**src/rtl/dma_irq_decode.sv**
```systemverilog
module dma_irq_decode #(
  parameter int NUM_CH = 8,
  parameter int ADDR_W = 20
) (
  input  logic                  clk,
  input  logic                  rst_n,
  input  logic [ADDR_W-1:0]     bus_addr,
  input  logic                  bus_wr,
  input  logic                  bus_rd,
  input  logic [31:0]           bus_wdata,
  output logic [31:0]           bus_rdata,
  input  logic [NUM_CH-1:0]     done,
  output logic                  irq,
  output logic                  addr32_en,
  output logic [NUM_CH-1:0]     ch_sel,
  output logic [5:0]            ch_offs,
  input  logic [32*NUM_CH-1:0]  ch_rdata
);
  localparam int NUM_INST = (NUM_CH + 1) / 2;
  localparam int INST_W   = ADDR_W - 6;
  localparam logic [ADDR_W-1:0] STAT_A = ADDR_W'(32'h0008_0000);
  localparam logic [ADDR_W-1:0] PEND_A = ADDR_W'(32'h0008_0004);
  localparam logic [ADDR_W-1:0] ENAB_A = ADDR_W'(32'h0008_0008);
  localparam logic [ADDR_W-1:0] CTRL_A = ADDR_W'(32'h0000_0034);
  localparam logic [ADDR_W-1:0] WIN_END = ADDR_W'(NUM_INST * 64);

  logic [NUM_CH-1:0] status_q, enable_q, pending, ch_hit, clr_mask;
  logic              ctrl_q;
  logic [ADDR_W-1:0] addr_w;
  logic [INST_W-1:0] inst;
  logic [5:0]        loc;
  logic              hit_stat, hit_pend, hit_enab, hit_ctrl, in_win, odd_side;
  logic              unused_bits;

  assign addr_w   = bus_addr & ~ADDR_W'(3);
  assign inst     = addr_w[ADDR_W-1:6];
  assign loc      = addr_w[5:0];
  assign hit_stat = addr_w == STAT_A;
  assign hit_pend = addr_w == PEND_A;
  assign hit_enab = addr_w == ENAB_A;
  assign hit_ctrl = addr_w == CTRL_A;
  assign in_win   = (addr_w < WIN_END) && !hit_ctrl;
  assign odd_side = (loc >= 6'h18) && (loc < 6'h30);
  assign ch_offs  = odd_side ? loc - 6'h18 : loc;

  for (genvar i = 0; i < NUM_CH; i++) begin : g_ch
    assign ch_hit[i] = in_win && (inst == INST_W'(i / 2)) && (odd_side == ((i % 2) == 1));
  end

  assign ch_sel  = ch_hit & {NUM_CH{bus_rd | bus_wr}};
  assign pending = status_q & enable_q;
  assign irq     = |pending;
  assign addr32_en = ctrl_q;
  assign clr_mask  = (bus_wr && hit_stat) ? bus_wdata[NUM_CH-1:0] : '0;
  assign unused_bits = ^{bus_wdata, bus_addr[1:0]};

  always_ff @(posedge clk) begin
    if (!rst_n) begin
      status_q <= '0;
      enable_q <= '0;
      ctrl_q   <= 1'b0;
    end else begin
      status_q <= (status_q & ~clr_mask) | done;
      if (bus_wr && hit_enab) enable_q <= bus_wdata[NUM_CH-1:0];
      if (bus_wr && hit_ctrl) ctrl_q <= bus_wdata[0];
    end
  end

  always_comb begin
    bus_rdata = '0;
    if (hit_stat) bus_rdata[NUM_CH-1:0] = status_q;
    if (hit_pend) bus_rdata[NUM_CH-1:0] = pending;
    if (hit_enab) bus_rdata[NUM_CH-1:0] = enable_q;
    if (hit_ctrl) bus_rdata[0] = ctrl_q;
    for (int i = 0; i < NUM_CH; i++)
      if (ch_hit[i]) bus_rdata = ch_rdata[i*32 +: 32];
  end
endmodule

```
**config.mk**
```make
export PLATFORM = sky130hd
export DESIGN_NAME = dma_irq_decode
export DESIGN_NICKNAME = d
export VERILOG_FILES = /design/src/rtl/dma_irq_decode.sv
export SDC_FILE = /design/constraint.sdc
export NUM_CORES = 1
export LEC_CHECK = 0
export CAP_MARGIN = 0
export CELL_PAD_IN_SITES_DETAIL_PLACEMENT = 0
export CELL_PAD_IN_SITES_GLOBAL_PLACEMENT = 2
export CORE_UTILIZATION = 12
export CTS_CLUSTER_DIAMETER = 50
export DETAILED_ROUTE_END_ITERATION = 6
export GPL_TIMING_DRIVEN = 0
export PLACE_DENSITY_LB_ADDON = 0.1
export RECOVER_POWER = 50
export SKIP_CTS_REPAIR_TIMING = 1
export SLEW_MARGIN = 15
export SYNTH_ARGS = -nofsm -noshare
export SYNTH_HDL_FRONTEND = slang
export SYNTH_SLANG_ARGS = --single-unit
```
**constraint.sdc**
```tcl
create_clock -name clk -period 3.6 [get_ports clk]
set_input_delay 0.54 -clock clk [delete_from_list [all_inputs] [get_ports clk]]
set_output_delay 0.54 -clock clk [all_outputs]
set_load 0.01 [all_outputs]
```
==> results.json <==
{
  "status": "complete, but fails checks",
  "violations": "setup timing",
  "cts_sinks": 17,
  "p_int_w": 0.000691,
  "cts_buffer_depth": 2,
  "drc": 0,
  "tns_ps": -38.0,
  "dp.cells": 1093,
  "die_y_um": 161,
  "worstPathArrival_ps": 3100,
  "postSynthCellCount": 430,
  "area_growth_pct": 142,
  "ir_drop_v": 0.000124,
  "dp_hpwl_mm": 21.9,
  "drv_cap": 0,
  "wl_met3_mm": 1.81,
  "multiInputGateArea_mm2": 0.00263,
  "numPortBuffers": 338,
  "die-area_mm2": 0.0258,
  "synth_xor_area_frac": 0.00290,
  "fillCellCount": 2656,
  "swShare": 0.270,
  "htreeDepth": 1,
  "slew_headroom": 0.524,
  "critPathCaptureType": "output port",
  "slew_violations": 0,
  "ys_types": 49,
  "drive_gt1_frac": 0.139,
  "finalNetCount": 1103,
  "top_layer": "met5",
  "p_seq_frac": 0.211,
  "initial_core_util": 0.123,
  "final_hold_viol_count": 0,
  "antenna_left": 0,
  "critPathRequiredTime_ps": 3060,
  "p_clk_frac": 0.231,
  "core_mm2": 0.0245,
  "hold_path.class": "flop to flop",
  "synthFlopType": "dfxtp_1",
  "cts_tree": "yes",
  "pre_cts_ws_ps": -1010,
  "antenna_found_initial": 8,
  "wire_per_inst_um": 23.5,
  "post-route-min-period_ps": 3640,
  "drt-total-wl_mm": 26.1,
  "io_pins": 368,
  "startpoint_type": "input port",
  "rows": 57,
  "powerDensity_mw_per_mm2": 130,
  "vias_per_cell": 4.57,
  "dr_total_vias": 5082,
  "synthAdderAreaFrac": 0,
  "cts_inserted_buffers": 3,
  "track_usage": 0.191,
  "synth_top_family_by_area": "compound AO/OA/AOI/OAI gates",
  "clock_latency_ps": 240,
  "fmaxAchievable_mhz": 275,
  "power_leakage_nw": 3.01,
  "drt-initial-drc-count": 205,
  "synth_top_cell_by_area": "a22oi_1",
  "regArea_um2": 340,
  "setup_viol": 1,
  "wl_met2_mm": 13.8,
  "synth_warnings": 0,
  "path_max_fanout": 7,
  "grt_overflow": 0,
  "pwr-share-comb": 0.558,
  "period_share": 1.01,
  "grt_pass1_wl_mm": 36.9,
  "fin_ws_ps": -38.0,
  "grt_pass1_vias": 5304,
  "finClkSkew_ps": 0,
  "firstDrtPassIters": 5,
  "synth_edf_count": 0,
  "seq_area_frac_synth": 0.113,
  "stdcell_count": 1111,
  "cts.reportedPaths.clkPinSlew_ps": 50,
  "cts_root_buffer": "clkbuf_16",
  "routabilityCongestion": 0.941,
  "synth_area_mm2": 0.00302,
  "yosys-top-cells-area": "a22oi_1 (14%), dfxtp_1 (11%), nand2_1 (7.2%), a21oi_1 (6.8%), a221oi_1 (6.4%)",
  "grt_start_max_net_pins": 11,
  "synth-seq-cells": 17,
  "die_w_um": 161,
  "synthMuxAreaShare": 0.101,
  "p_switching_w": 0.000256,
  "placed_cell_area_mm2": 0.00681,
  "avgSynthCellArea_um2": 7.02,
  "yosys.area_share.simple": 0.242,
  "max_slew.worst_pin.slew_ps": 714,
  "stdcell_area_mm2": 0.00730,
  "synthArstFlopShare": 0,
  "criticalPathCategory": "input port to output port",
  "synth-compound-area-share": 0.456,
  "synth.top_cell.area_share": 0.137,
  "rsz0062_at_grt": "true",
  "m1WireLength_mm": 10.3
}
## placed cells by master, fill, tap and decap left out, types with 4 or more instances in the layout
cell type,n
nor2_4,4
clkdlybuf4s50_1,294
nor2_1,10
a221o_1,7
clkbuf_1,6
buf_2,14
nand3_1,11
a221oi_2,8
a221oi_1,14
nand2_1,58
buf_8,4
buf_6,4
diode_2,5
o211ai_1,22
a21oi_1,38
nor2b_1,12
inv_1,10
o21ai_0,8
o221ai_1,7
a22oi_1,55
nor3_1,11
and3_1,4
buf_4,22
dfxtp_1,17
clkbuf_4,10
dlymetal6s2s_1,27
mux4_2,4
mux2i_1,17
clkbuf_2,8
o21a_1,10
## metal layers
layer / up-vias / GRT usage
li1: 2406 / -
met2: 215 / 0.364
met5: - / 0
met1: 2445 / 0.222
met3: 12 / 0.0359
met4: 4 / 0.0320
## critical path: stages
cell             delay, ps
clkdlybuf4s50_1        440
or4_4                  590
nor4_4                 330
nand3_2                180
nor2_4                 210
buf_4                  140
buf_8                  110
buf_4                  130
a22oi_1                 90
o211ai_1               150
buf_2                  190
## power by group through the flow
| stage | Sequential (W) | Combinational [W] | Clock [W] |
|---|---|---|---|
| final | 0.000200 | 0.000528 | 0.000219 |
| after global routing | 0.000200 | 0.000567 | 0.000236 |
| after CTS | 0.000200 | 0.000518 | 0.000225 |
| after detailed placement | 0.000204 | 0.000513 | 0 |
| after global placement | 0.000203 | 0.000512 | 0 |
| after floorplan | 0.000202 | 0.000120 | 0 |
## per-stage QoR
step | util | total power [W] | hold WS (ps)
2_1_floorplan | - | 0.000322 | 509
3_3_place_gp | 0.278 | 0.000716 | 526
3_5_place_dp | 0.278 | 0.000717 | 542
4_1_cts | 0.282 | 0.000942 | 550
5_1_grt | 0.298 | 0.00100 | 559
6_report | 0.298 | 0.000948 | 545
## cell type report
type / count / share of cell area
Timing Repair Buffer: 349 / 0.475
Multi-Input combinational cell: 358 / 0.360
Tap cell: 324 / 0.0556
Sequential cell: 17 / 0.0466
Buffer: 42 / 0.0441
Clock buffer: 4 / 0.0108
Inverter: 12 / 0.00617
Antenna cell: 5 / 0.00171
## cell usage after synthesis, drive strengths merged (4+ instances only)
master,number
mux2i,18
dfxtp,17
a22oi,55
clkbuf,18
o221ai,10
nand2,58
o211ai,22
o21a,10
a221oi,22
a21oi,41
nor2b,14
buf,26
nor3,13
nor2,14
inv,11
a221o,7
and3,6
o21ai,10
mux4,4
nand3,13
nor4,7
## registers in the layout, summed over array words and instances, names as in the netlist
register,cells
enable_q,8
status_q,8
addr32_en,1
## worst paths after layout
path / from / to / slack (ps) / cells past startpoint
worst max-delay path: bus_addr[10] / bus_rdata[23] / -40 / 11
worst min-delay path: enable_q[4] / enable_q[4] / 550 / 2
worst max register to register: status_q[4] / status_q[4] / 2870 / 3
worst min register to register: enable_q[4] / enable_q[4] / 550 / 2
## kinds of logic after synthesis
group | Yosys count
mux | 25
buf+inv | 56
compound gates | 192
xor+xnor | 1
simple gates | 138
flops | 17
other cells | 1
Note: power is estimated with default switching activity, not from simulation.
